===== config.mk =====
export PLATFORM = sky130hd
export DESIGN_NAME = alarm_irq_unit
export DESIGN_NICKNAME = d
export VERILOG_FILES = /design/src/rtl/alarm_pkg.sv /design/src/rtl/alarm_match.sv /design/src/rtl/alarm_flag.sv /design/src/rtl/freq_div.sv /design/src/rtl/pulse_timer.sv /design/src/rtl/alarm_irq_unit.sv
export SDC_FILE = /design/constraint.sdc
export NUM_CORES = 1
export LEC_CHECK = 0
export BUFFER_PORTS_ARGS = -buffer_cell sky130_fd_sc_hd__buf_2
export CORE_MARGIN = 3
export CORE_UTILIZATION = 44
export DETAILED_ROUTE_END_ITERATION = 12
export MAX_ROUTING_LAYER = met4
export PLACE_DENSITY = 0.91
export REMOVE_ABC_BUFFERS = 1
export SETUP_SLACK_MARGIN = 0.4
export SLEW_MARGIN = 40
export SYNTH_ARGS = -nofsm -noshare
export SYNTH_HDL_FRONTEND = slang
export SYNTH_SLANG_ARGS = --single-unit
export TNS_END_PERCENT = 1

===== constraint.sdc =====
create_clock -name clk -period 2.3 [get_ports clk]
set_input_delay 0.345 -clock clk [delete_from_list [all_inputs] [get_ports clk]]
set_output_delay 0.345 -clock clk [all_outputs]
set_load 0.05 [all_outputs]

===== src/rtl/alarm_pkg.sv =====
package alarm_pkg;
  localparam int FIELDS = 6;
  localparam int BUS_W  = 8 * FIELDS;

  typedef enum logic [1:0] {
    PIN_IRQ  = 2'b00,
    PIN_FAST = 2'b01,
    PIN_MID  = 2'b10,
    PIN_SLOW = 2'b11
  } pin_src_e;
endpackage


===== src/rtl/alarm_match.sv =====
module alarm_match
  import alarm_pkg::*;
(
  input  logic [BUS_W-1:0] clk_time,
  input  logic [BUS_W-1:0] cfg,
  output logic             hit
);
  logic [FIELDS-1:0] use_f;
  logic [FIELDS-1:0] ok_f;

  for (genvar k = 0; k < FIELDS; k++) begin : g_field
    assign use_f[k] = cfg[8*k+7];
    assign ok_f[k]  = !use_f[k] || (cfg[8*k +: 7] == clk_time[8*k +: 7]);
  end

  assign hit = (|use_f) && (&ok_f);
endmodule


===== src/rtl/alarm_flag.sv =====
module alarm_flag (
  input  logic clk,
  input  logic rst,
  input  logic event_in,
  input  logic rd_start,
  input  logic rd_end,
  output logic flag
);
  logic snap;

  always_ff @(posedge clk) begin
    if (rst) begin
      flag <= 1'b0;
      snap <= 1'b0;
    end else begin
      if (rd_end) begin
        flag <= (flag & ~snap) | event_in;
        snap <= 1'b0;
      end else begin
        flag <= flag | event_in;
        if (rd_start) snap <= flag;
      end
    end
  end
endmodule


===== src/rtl/freq_div.sv =====
module freq_div #(
  parameter int DIV_W = 15
) (
  input  logic             clk,
  input  logic             rst,
  input  logic             tick_32k,
  output logic [DIV_W-1:0] count
);
  always_ff @(posedge clk) begin
    if (rst)           count <= '0;
    else if (tick_32k) count <= count + 1'b1;
  end
endmodule


===== src/rtl/pulse_timer.sv =====
module pulse_timer #(
  parameter int DIV_W = 15
) (
  input  logic clk,
  input  logic rst,
  input  logic load,
  input  logic tick_32k,
  output logic active
);
  localparam logic [DIV_W-1:0] HALF = DIV_W'(1) << (DIV_W - 1);

  logic [DIV_W-1:0] remain;

  always_ff @(posedge clk) begin
    if (rst)                             remain <= '0;
    else if (load)                       remain <= HALF;
    else if (tick_32k && remain != '0)   remain <= remain - 1'b1;
  end

  assign active = (remain != '0);
endmodule


===== src/rtl/alarm_irq_unit.sv =====
module alarm_irq_unit
  import alarm_pkg::*;
#(
  parameter int DIV_W   = 15,
  parameter int MID_BIT = 2
) (
  input  logic              clk,
  input  logic              rst,
  input  logic              tick_1s,
  input  logic              tick_32k,
  input  logic [47:0]       clk_time,
  input  logic [47:0]       alm0_cfg,
  input  logic [47:0]       alm1_cfg,
  input  logic              pulse_mode,
  input  logic              irq_en0,
  input  logic              irq_en1,
  input  logic [1:0]        fsel,
  input  logic              sr_rd_start,
  input  logic              sr_rd_end,
  output logic              flag0,
  output logic              flag1,
  output logic              pin_pull
);
  localparam int NUM_ALM = 2;

  logic [BUS_W-1:0]   cfg_arr [NUM_ALM];
  logic [NUM_ALM-1:0] hit;
  logic [NUM_ALM-1:0] evt;
  logic [NUM_ALM-1:0] flags;
  logic [NUM_ALM-1:0] irq_en;
  logic [DIV_W-1:0]   div_cnt;
  logic               pulse_on;
  logic               pin_next;
  pin_src_e           src;

  assign cfg_arr[0] = alm0_cfg;
  assign cfg_arr[1] = alm1_cfg;
  assign irq_en     = {irq_en1, irq_en0};
  assign src        = pin_src_e'(fsel);

  for (genvar a = 0; a < NUM_ALM; a++) begin : g_alarm
    alarm_match u_match (
      .clk_time (clk_time),
      .cfg      (cfg_arr[a]),
      .hit      (hit[a])
    );
    assign evt[a] = tick_1s & hit[a];
    alarm_flag u_flag (
      .clk      (clk),
      .rst      (rst),
      .event_in (evt[a]),
      .rd_start (sr_rd_start),
      .rd_end   (sr_rd_end),
      .flag     (flags[a])
    );
  end

  freq_div #(.DIV_W(DIV_W)) u_div (
    .clk      (clk),
    .rst      (rst),
    .tick_32k (tick_32k),
    .count    (div_cnt)
  );

  pulse_timer #(.DIV_W(DIV_W)) u_pulse (
    .clk      (clk),
    .rst      (rst),
    .load     (|(evt & irq_en)),
    .tick_32k (tick_32k),
    .active   (pulse_on)
  );

  always_comb begin
    unique case (src)
      PIN_IRQ:  pin_next = (|irq_en) &&
                           (pulse_mode ? pulse_on : |(flags & irq_en));
      PIN_FAST: pin_next = tick_32k;
      PIN_MID:  pin_next = ~div_cnt[MID_BIT];
      PIN_SLOW: pin_next = ~div_cnt[DIV_W-1];
      default:  pin_next = 1'b0;
    endcase
  end

  always_ff @(posedge clk) begin
    if (rst) pin_pull <= 1'b0;
    else     pin_pull <= pin_next;
  end

  assign flag0 = flags[0];
  assign flag1 = flags[1];
endmodule


# Word-level counts from Yosys, hierarchy flattened
# Index checks and enable logic that the tools add are counted.
# totals
wordCells	85
output_inout_bits	3
regBits	35
in_bits	155
# classes
n_mux	6
n_reduce_logical	40
eq_ne	15
addsub	2
bitwise_logic	14
# ops
op	n
$eq 7x7->1	12
$mux 15	2
$add 15x1->15 const B	1
$reduce_bool 15->1	1
$sub 15x1->15 const B	1
$logic_not 1->1	12
$logic_or 1x1->1	12
$reduce_and 6->1	2
$reduce_or 6->1	2
$reduce_or 2->1	4
$and 1x1->1	4
$and 2x2->2	2
$eq 2x2->1 const B	2
$logic_and 1x1->1	4
$not 1->1	4
$or 1x1->1	4
$pmux 1 s4	1
$mux 1	3
$reduce_or 3->1	1
$eq 2x1->1 const B	1
$logic_not 2->1	1
$reduce_bool 2->1	1

# Logic depth before layout (Yosys ltp)
# Gate-level depths: netlist of the first run.
# logic_depth
depth_word	8
depth_mapped	8

# Cells and area by module
# From an unflattened synthesis of the first run, not the netlist that was laid out.
# hier_totals
cells_unflattened	313
area_unflattened_um2	2693.8
# modules_own_cells
mod	cells_each	seq_area_each_um2	area_per_inst_um2	instances
alarm_match	60	0.0	493.0	2
pulse_timer	91	300.3	769.5	1
freq_div	76	300.3	684.4	1
alarm_flag	7	40.0	77.6	2
alarm_irq_unit	12	20.0	98.8	1

# Worst setup path before layout of the first run
# No wires, ideal clock.
# synth_timing
path_kind	reg-to-reg
start	register u_pulse.remain[0]
end	register u_pulse.remain[4]
setup_ns	0.140
stages_incl_launch_ff	9
setup_slack_ns	0.541
path_buffers	0
t_arrival_ns	1.619
synth_period_minus_slack_ns	1.759
path_cell_list	dfxtp_1 -> inv_1 -> ha_1 -> nor4b_2 -> nand4_2 -> o31a_1 -> and3_4 -> xnor2_1 -> nor3_2
# synth_via
elab_chain_len	2
word_cells_on_any_way	3
cone_classes	1 x add/sub; 2 x reduce/logical
# synth_rtl
element	line_no	rtl
start: declaration	pulse_timer.sv:12	logic [DIV_W-1:0] remain;
start signal: assignment	pulse_timer.sv:17	else if (tick_32k && remain != '0) remain <= remain - 1'b1;
parallel branches: the longest is 2 deep, another holds $sub 15x1->15	n/a	
# Parallel ways; which one is timed is not known.
# A chain may end at the register's enable or synchronous reset.

# Worst setup path after layout of the first run
# layout_timing
start	register u_pulse.remain[0]
end	register u_pulse.remain[0]
# Same word-level chain as after synthesis.

==> metrics, run 1 <==
ys async rst share=0; global route total overflow=0; worst slew pin tran=0.730 ns; largest net degree at the start of global routing=36; M1 wire length=2.96 mm; Tmin final=1.82 ns; register area=706 µm²; number of enable flip-flop cells after synthesis=0; CTS Sinks=35; Worst VDD drop=451 µV; Crit Path Max Fanout=4; First-pass DRT Iterations=4; Detail Placement HPWL=6.75 mm; commonest cells after routing, fill and taps aside=buf_2, xnor2_1, xor2_1; IO Pins=158; initial antenna violation count=1; Final Util=0.655; Root Buffer=clkbuf_8; Clk pin slew, worst setup/hold paths=0.07 ns; period utilization=0.791; GP Congestion=0.920; GRT Overall Usage=0.233; Fin. Hold Viols=0; max-slew violation total from the final report=0; clock buffer depth=2; PortBufs=151; final setup margin=0.481 ns; Top Layer Used=met4; CP endpoint kind=register; required time worst endpoint=2.46 ns; P per Cell Area=783 nW/µm²; initial core utilization=0.472; Hold WC Path Type=input port to register; sequential area share after synthesis=0.260; main flop type after synthesis=dfxtp_1; Die Wd=84.2 µm; routed wire length=8.10 mm; worst slack, placed=0.204 ns; antenna viol nets, final=0; RSZ-0062 raised after global routing=yes; Slew HR=0.513; first-pass GRT wire length=13.2 mm; final setup violation count=0; Hold-fix buffers, CTS=0; syn_area_per_cell=8.95 µm²; number of CTS-inserted buffers=5; commonest non-fill, non-tap cell in the layout=buf_2; per-cell routed wire length=15.2 µm; Yosys reg bits=35; Total Die Area=7090 µm²; maximum clock rate=550 MHz; vias in the first global route=3057; vias per cell=5.29; Detail Route met3 WL=457 µm; FP Rows=27; clk_lat worst skew=0.30 ns; post-synthesis cell count=301; Worst setup SP type=register; leakage power=1.59 nW; filler cell count in the final layout=461; Ys Warns=0; critical path class=register to register; CORE AREA=5710 µm²; share of layout cells above drive strength 1=0.421; TritonCTS clock tree=done; area delta synth->final=38.8%; DRC Markers=0; area occupied by multi-input gates=2020 µm²; vias after detailed routing=2824; H-tree levels=2; Post-Route Setup TNS=0 ns; metal2 WL=4.36 mm; nets@finish=618; 1st-iter DRT viols=98; Crit path arrival time=1.98 ns; die height=84.2 µm; status=finished clean; Cell variety after synth=35; max-cap violation count=0; worst clock skew=0.00965 ns; synthesized cell area=2690 µm²
==> synth_stat cells, drive strengths merged, types with 2 or more instances <==
cell type,instances,share of area
nand3,3,0.0056
o21ai,5,0.0093
nand2,18,0.025
nand4b,2,0.0065
clkbuf,4,0.0056
dfxtp,35,0.26
and3,4,0.011
xor2,47,0.15
or3,3,0.0070
a211oi,2,0.0056
nor3,19,0.054
mux2i,4,0.015
inv,3,0.0042
xnor2,60,0.20
or4,2,0.0056
o41ai,12,0.039
nand4,24,0.063
nor4,6,0.024
o31a,4,0.013
buf,2,0.0060
a21oi,9,0.017
ha,3,0.014
nor2,24,0.033
==> metal layers <==
layer / vias to the layer above / GRT usage
li1: 1394 / -
met1: 1301 / 0.225
met2: 105 / 0.438
met5: - / -
met3: 24 / 0.0510
met4: 0 / 0.105
==> power by group <==
group	internal (mW)	leakage (nW)	switching (mW)
logic	0.796	1.27	0.748
registers	0.739	0.286	0.202
clock network	0.210	0.0402	0.234
total	1.74	1.59	1.18
==> layout make-up <==
| type | count | share of cell area |
|---|---|---|
| tap | 72 | 0.0241 |
| inverter | 3 | 0.00301 |
| antenna | 1 | 0.000669 |
| clock inverter | 3 | 0.00535 |
| multi-input combinational | 257 | 0.539 |
| timing repair buffer | 158 | 0.221 |
| clock buffer | 5 | 0.0184 |
| sequential | 35 | 0.189 |
==> worst max-delay path, cell delays in order, from the launching register on <==
cell	delay (ns)
dfxtp_4	0.36
inv_2	0.08
ha_4	0.13
nor4b_4	0.24
nand4_4	0.18
o31a_1	0.32
buf_4	0.15
xnor2_1	0.18
nor3_2	0.05
==> registers in the layout, summed over array words and instances (netlist names) <==
| name | count |
|---|---|
| pin_pull | 1 |
| u_div.count | 15 |
| u_pulse.remain | 15 |
| g_alarm.u_flag.snap | 2 |
| g_alarm.u_flag.flag | 2 |
==> cells by family (layout without fill, tap and decap cells) <==
| kind of cell | after synthesis | count (layout) | share of synthesized area |
|---|---|---|---|
| buf+inv | 9 | 169 | 0.0158 |
| xor+xnor | 107 | 107 | 0.348 |
| simple gates | 107 | 107 | 0.243 |
| flops | 35 | 35 | 0.260 |
| fa+ha+maj | 3 | 3 | 0.0139 |
| mux | 5 | 5 | 0.0191 |
| compound gates | 35 | 35 | 0.0994 |
| other cells | 0 | 1 | 0 |
==> metrics by stage <==
step           instance area, µm²  std cells  total power [mW]  hold slack [ns]
2_1_floorplan                2660        295              1.81            0.414
3_3_place_gp                 3540        521              2.10            0.464
3_5_place_dp                 3540        521              2.16            0.485
4_1_cts                      3670        532              2.75            0.247
5_1_grt                      3740        534              3.12            0.248
6_report                     3740        534              2.93            0.254
==> timing repair <==
| item | CTS | global route |
|---|---|---|
| pin swaps | 2 | 4 |
| buffers inserted | 3 | 1 |
| cloned | 0 | 0 |
| setup endpoints to repair | 2 | 13 |
| gates resized for setup | 2 | 14 |
==> worst paths after layout <==
| path | from | to | slack [ns] | depth (start not counted) |
|---|---|---|---|---|
| setup / recovery | u_pulse.remain[0] | u_pulse.remain[0] | 0.48 | 8 |
| hold / removal | sr_rd_end | g_alarm[1].u_flag.snap | 0.25 | 2 |
| setup reg to reg | u_pulse.remain[0] | u_pulse.remain[0] | 0.48 | 8 |
| hold reg to reg | u_div.count[8] | u_div.count[8] | 0.49 | 2 |
(Power assumes the default switching activity.)
==> inputs of run 2 (changes only) <==
ABC_AREA = 1   (was not set)
CORE_UTILIZATION = 47   (was 44)
PLACE_DENSITY = 0.92   (was 0.91)
clock period = 1.7 ns   (was 2.3 ns; I/O delays follow)
==> run 2 against run 1 <==
  * Sequential share of layout area down 2.7 points
  * Final area up 18%
  * Setup slack worse by 0.44 ns
  * Clock power up 69%
  * Combinational power up 31%
  * Core utilization up 3.0 points
  * Global-route usage up 0.80 points
  * Via count up 33%
  * Critical path type unchanged
  * Largest power group unchanged
==> metrics, run 2 <==
largest net degree at the start of global routing=15 (was 36); Yosys reg bits=35 (unchanged); global route total overflow=0 (unchanged); main flop type after synthesis=dfxtp_1 (unchanged); Root Buffer=clkbuf_8 (unchanged); final setup violation count=0 (unchanged); Clk pin slew, worst setup/hold paths=0.08 ns (was 0.07 ns); clk_lat worst skew=0.30 ns (about the same); sw power=1.51 mW (was 1.18 mW); commonest cells after routing, fill and taps aside=nand2_1, buf_2, inv_1 (was buf_2, xnor2_1, xor2_1); initial antenna violation count=0 (was 1); worst slew pin tran=0.461 ns (was 0.730 ns); filler cell count in the final layout=552 (was 461); top cell type's share of synthesized area=0.222 (was 0.260); Hold-fix buffers, CTS=0 (unchanged); synthesized cell area=3150 µm² (was 2690 µm²); CP endpoint kind=register (unchanged); Tmin final=1.65 ns (was 1.82 ns); Die Wd=87.9 µm (was 84.2 µm); critical path class=register to register (unchanged); vias after detailed routing=3747 (was 2824); total power=3.84 mW (was 2.93 mW); max-cap violation count=0 (unchanged); top post-synthesis cells by area=dfxtp_1, nand2_1, xnor2_1, inv_1, nor2_1 (was dfxtp_1, xnor2_1, xor2_1, nand4_1, o41ai_1); Crit Path Max Fanout=4 (unchanged); number of CTS-inserted buffers=5 (unchanged); Hold WC Path Type=input port to register (unchanged); Cell variety after synth=35 (unchanged); leakage power=2.37 nW (was 1.59 nW); period utilization=0.973 (was 0.791); worst clock skew=0.00943 ns (was 0.00965 ns); Logic pwr share=0.527 (about the same); IO Pins=158 (unchanged); Pint=2.32 mW (was 1.74 mW); clock buffer depth=2 (unchanged); status=finished clean (unchanged); antenna viol nets, final=0 (unchanged); # diodes=0 (was 1); first-pass GRT wire length=14.4 mm (was 13.2 mm); routed wire length=9.49 mm (was 8.10 mm); area delta synth->final=39.6% (was 38.8%); FP Rows=29 (was 27); max-slew violation total from the final report=0 (unchanged); syn_area_per_cell=5.90 µm² (was 8.95 µm²); Post-synth top cells=nand2_1, inv_1, nor2_1, xnor2_1, dfxtp_1 (was xnor2_1, xor2_1, dfxtp_1, nor2_1, nand4_1); sequential share of power=0.278 (was 0.321); maximum clock rate=604 MHz (was 550 MHz); Switching Share=0.395 (was 0.404); post-synthesis cell count=534 (was 301); CORE AREA=6420 µm² (was 5710 µm²); CTS Sinks=35 (unchanged); 1st-iter DRT viols=117 (was 98); P per Cell Area=872 nW/µm² (was 783 nW/µm²); commonest non-fill, non-tap cell in the layout=nand2_1 (was buf_2); vias in the first global route=3544 (was 3057); GRT Overall Usage=0.241 (was 0.233); Crit path arrival time=1.85 ns (was 1.98 ns); number of enable flip-flop cells after synthesis=0 (unchanged); required time worst endpoint=1.90 ns (was 2.46 ns); Worst setup SP type=register (unchanged); RSZ-0062 raised after global routing=yes (unchanged); H-tree levels=2 (unchanged); Slew HR=0.692 (was 0.513); die height=87.9 µm (was 84.2 µm); per-cell routed wire length=12.1 µm (was 15.2 µm); ys async rst share=0 (unchanged); DRC Markers=0 (unchanged); Fin. Hold Viols=0 (unchanged); TritonCTS clock tree=done (unchanged); vias per cell=4.79 (was 5.29); Detail Placement HPWL=7.42 mm (was 6.75 mm); initial core utilization=0.491 (was 0.472); Total Die Area=7720 µm² (was 7090 µm²); Largest regs=u_div.count: 15 flops, u_pulse.remain: 15 flops (unchanged); share of layout cells above drive strength 1=0.317 (was 0.421); Clk pwr share=0.196 (was 0.152); cell taking the most area after synthesis=dfxtp_1 (unchanged); most common cell in the netlist=nand2_1 (was xnor2_1); GP Congestion=0.974 (was 0.920); PortBufs=151 (unchanged); Ys Warns=0 (unchanged); sequential area share after synthesis=0.222 (was 0.260); First-pass DRT Iterations=4 (unchanged); Hold Slack=0.228 ns (was 0.254 ns); Worst VDD drop=414 µV (was 451 µV); nets@finish=863 (was 618)
## run 2: cell types whose count changed after synthesis, moves of 6 or more
cell and change:
a21oi_1 +7, nor2_1 +60, inv_1 +83, nand2_1 +144, o21ai_0 +7, inv_2 +6
o41ai_1 -12, nand4_1 -16, xnor2_1 -16, xor2_1 -19, nor3_2 -10, nand3_1 +12
## run 2: cell type report
cell class	count	area, µm²	share of cell area
clock buffers	5	68.8	0.0156
clock inverters	3	43.8	0.00996
inverters	92	345	0.0785
multi-input cells	402	2220	0.505
flip-flops and latches	35	709	0.161
well taps	77	96.3	0.0219
repair buffers	169	915	0.208
## run 2: metal layers
metal | global-route usage | wire length [µm]
met1 | 0.256 | 3660
met2 | 0.442 | 4930
met3 | 0.0433 | 570
met4 | 0.0865 | 334
met5 | - | 0
## run 2: metrics by stage
stage          setup WS, ns  std cells   util  cell area [µm²]  TNS [ns]
4_1_cts               0.106        781  0.664             4270         0
2_1_floorplan         0.156        529      -             3120         0
6_report             0.0456        783  0.685             4400         0
5_1_grt              -0.111        783  0.685             4400    -0.138
3_5_place_dp        -0.0157        766  0.631             4050   -0.0175
3_3_place_gp         0.0488        766  0.631             4050         0
## run 2: critical path, cell delays in order (launching register included)
cell	delay, ns
dfxtp_2	0.36
buf_6	0.10
buf_6	0.11
nand3_4	0.08
nor4_4	0.33
nand3_1	0.15
nor2_2	0.15
nand3_2	0.09
o21ai_2	0.13
a21oi_1	0.05
## run 2: what timing repair did
action / 4_1_cts / 5_1_grt
hold endpoints to repair: 0 / 0
setup endpoints to repair: 22 / 25
buffers inserted: 7 / 2
pin swaps: 12 / 27
resized for setup: 16 / 31
cloned: 0 / 0
## run 2: cells by family (layout without fill, tap and decap cells)
family | count (synthesis) | after routing | share of synthesized area
buf+inv | 97 | 269 | 0.120
compound gates | 38 | 38 | 0.0663
simple gates | 287 | 287 | 0.373
mux | 2 | 2 | 0.00635
flops | 35 | 35 | 0.222
xor+xnor | 72 | 72 | 0.200
fa+ha+maj | 3 | 3 | 0.0119
## run 2: path summary, 6_finish.rpt
path	depth (start not counted)	slack (ns)	from	endpoint
setup reg to reg	9	0.05	u_div.count[1]	u_div.count[11]
hold / removal	3	0.23	sr_rd_start	g_alarm[1].u_flag.snap
setup / recovery	9	0.05	u_div.count[1]	u_div.count[11]
hold reg to reg	2	0.46	g_alarm[0].u_flag.snap	g_alarm[0].u_flag.snap
## run 2: power groups by stage
stage	clock (mW)	sequential, mW	combinational (mW)
global route	0.794	1.08	2.28
CTS	0.768	1.06	1.94
global placement	0	1.07	1.76
finish	0.750	1.06	2.02
floorplan	0	1.06	1.22
detailed placement	0	1.08	1.82
==> inputs of run 3 (changes only) <==
==> constraint.sdc (replaced) <==
create_clock -name clk -period 1.7 [get_ports clk]
set_input_delay 0.17 -clock clk [delete_from_list [all_inputs] [get_ports clk]]
set_output_delay 0.17 -clock clk [all_outputs]
set_load 0.05 [all_outputs]
==> run 3 against run 2 <==
  * Power fell by 0.12%
  * Hold slack got worse by 0.078 ns
  * Sequential power barely moved
  * Critical endpoint is now u_pulse.remain[2]
  * Largest cell class unchanged
==> metrics, run 3 (synthesis results as in run 2) <==
die height=87.9 µm (unchanged); Total Die Area=7720 µm² (unchanged); commonest non-fill, non-tap cell in the layout=nand2_1 (unchanged); initial antenna violation count=0 (unchanged); vias after detailed routing=3689 (was 3747); required time worst endpoint=1.88 ns (was 1.90 ns); maximum clock rate=652 MHz (was 604 MHz); Slew HR=0.759 (was 0.692); Largest regs=u_div.count: 15 flops, u_pulse.remain: 15 flops (unchanged); Hold Slack=0.150 ns (was 0.228 ns); nets@finish=859 (was 863); PortBufs=151 (unchanged); CTS Sinks=35 (unchanged); Die Wd=87.9 µm (unchanged); initial core utilization=0.491 (unchanged); DRC Markers=0 (unchanged); TritonCTS clock tree=done (unchanged); FP Rows=29 (unchanged); share of layout cells above drive strength 1=0.303 (was 0.317); critical path class=register to register (unchanged); final setup violation count=0 (unchanged); worst clock skew=0.00571 ns (was 0.00943 ns); total power=3.83 mW (was 3.84 mW); Crit Path Max Fanout=8 (was 4); CP endpoint kind=register (unchanged); FF-to-FF Start=u_pulse.remain[9] (was u_div.count[1]); Hold Path End=g_alarm[1].u_flag.snap (unchanged); Fin. Hold Viols=0 (unchanged); Worst setup SP type=register (unchanged); r2r setup slk=0.17 ns (was 0.05 ns); Crit path max-delay family=simple AND/OR/NAND/NOR gates (unchanged); number of CTS-inserted buffers=5 (unchanged); commonest cells after routing, fill and taps aside=nand2_1, buf_2, inv_1 (unchanged); Tmin final=1.53 ns (was 1.65 ns); most frequent CP cell=nor2_1 (was buf_6); worst slew pin tran=0.361 ns (was 0.461 ns); Clk pin slew, worst setup/hold paths=0.07 ns (was 0.08 ns); IO Pins=158 (unchanged); vias per cell=4.74 (was 4.79); antenna viol nets, final=0 (unchanged); CORE AREA=6420 µm² (unchanged); Post-Route Setup TNS=0 ns (unchanged); GP Congestion=0.969 (was 0.974); Detail Placement HPWL=7.41 mm (was 7.42 mm); clk_lat worst skew=0.29 ns (was 0.30 ns); leakage power=2.32 nW (was 2.37 nW); crit-path cells=or2_4 > nor2_4 > nand4_4 > nand2_4 > buf_6 > nor2_1 > xor2_1 > inv_1 > nor2_1 (was buf_6 > buf_6 > nand3_4 > nor4_4 > nand3_1 > nor2_2 > nand3_2 > o21ai_2 > a21oi_1); Hold-fix buffers, CTS=0 (unchanged); per-cell routed wire length=11.8 µm (was 12.1 µm); max-cap violation count=0 (unchanged); max-slew violation total from the final report=0 (unchanged); global route total overflow=0 (unchanged); reg2reg end=u_pulse.remain[2] (was u_div.count[11]); HP Start=sr_rd_start (unchanged); area delta synth->final=36.9% (was 39.6%); Crit path arrival time=1.71 ns (was 1.85 ns); Hold WC Path Type=input port to register (unchanged); first-pass GRT wire length=14.5 mm (was 14.4 mm); GRT Overall Usage=0.242 (was 0.241); Non-Filler Instances=779 (was 783); slowest stage delay, CP=0.34 ns (was 0.36 ns); routed wire length=9.16 mm (was 9.49 mm); CP bufs+invs=2 (unchanged); P per Cell Area=888 nW/µm² (was 872 nW/µm²); clock buffer depth=2 (unchanged); Root Buffer=clkbuf_8 (unchanged); 1st-iter DRT viols=84 (was 117); period utilization=0.902 (was 0.973); slowest stage cell, crit path=dfxtp_2 (unchanged); status=finished clean (unchanged); # diodes=0 (unchanged); Worst VDD drop=412 µV (was 414 µV); Post-Place Cells=763 (was 766); vias in the first global route=3543 (was 3544); largest net degree at the start of global routing=15 (unchanged); First-pass DRT Iterations=4 (unchanged); r2r worst-path depth=9 (unchanged); RSZ-0062 raised after global routing=yes (unchanged); H-tree levels=2 (unchanged); Worst Hold Depth=3 (unchanged)
[run 3: cell types whose count changed in the layout (fill, tap and decap cells not counted), sizes merged]
cell / before / now
bufinv: 1 / 0
clkbuf: 5 / 8
buf: 169 / 165
clkinv: 2 / 0
[run 3: worst max-delay path by stage]
stage,startpoint,end,slack (ns),depth (start not counted)
2_1_floorplan,u_pulse.remain[0],u_pulse.remain[6],0.16,11
3_3_place_gp,u_pulse.remain[0],u_pulse.remain[12],0.12,10
3_5_place_dp,u_pulse.remain[0],u_pulse.remain[12],0.07,10
4_1_cts,u_div.count[1],u_div.count[14],0.13,10
5_1_grt,u_pulse.remain[9],u_pulse.remain[3],0.08,9
6_report,u_pulse.remain[9],u_pulse.remain[2],0.17,9
[run 3: tightest hold or removal path: stages]
cell,delay (ns)
buf_2,0.09
o21ai_0,0.07
nor2_1,0.08
[run 3: per-stage QoR]
step	util	instance area, µm²	setup slack, ns
5_1_grt	0.671	4310	0.0790
3_3_place_gp	0.625	4020	0.121
2_1_floorplan	-	3120	0.156
6_report	0.671	4310	0.166
3_5_place_dp	0.625	4020	0.0686
4_1_cts	0.653	4190	0.132
[run 3: report_power, final]
part	leakage (nW)	internal [mW]	switching, mW
Sequential	0.288	0.966	0.127
Combinational	1.99	0.917	1.15
Clock	0.0515	0.370	0.300
Total	2.32	2.25	1.58
[run 3: layer usage]
layer / routed length [µm] / GRT usage
met4: 274 / 0.0851
met5: 0 / -
met1: 3590 / 0.258
met3: 492 / 0.0339
met2: 4800 / 0.452
[run 3: final cells by class]
type,instances,area (µm²)
clock buffers,8,100
fillers,584,2110
inverters,92,350
multi-input cells,402,2190
flip-flops and latches,35,712
well taps,77,96.3
repair buffers,165,865
[run 3: repair_timing]
item / 4_1_cts / 5_1_grt
endpoints found under the setup margin: 22 / 24
gates resized for setup: 12 / 27
buffers inserted: 5 / 3
pin swaps: 7 / 14
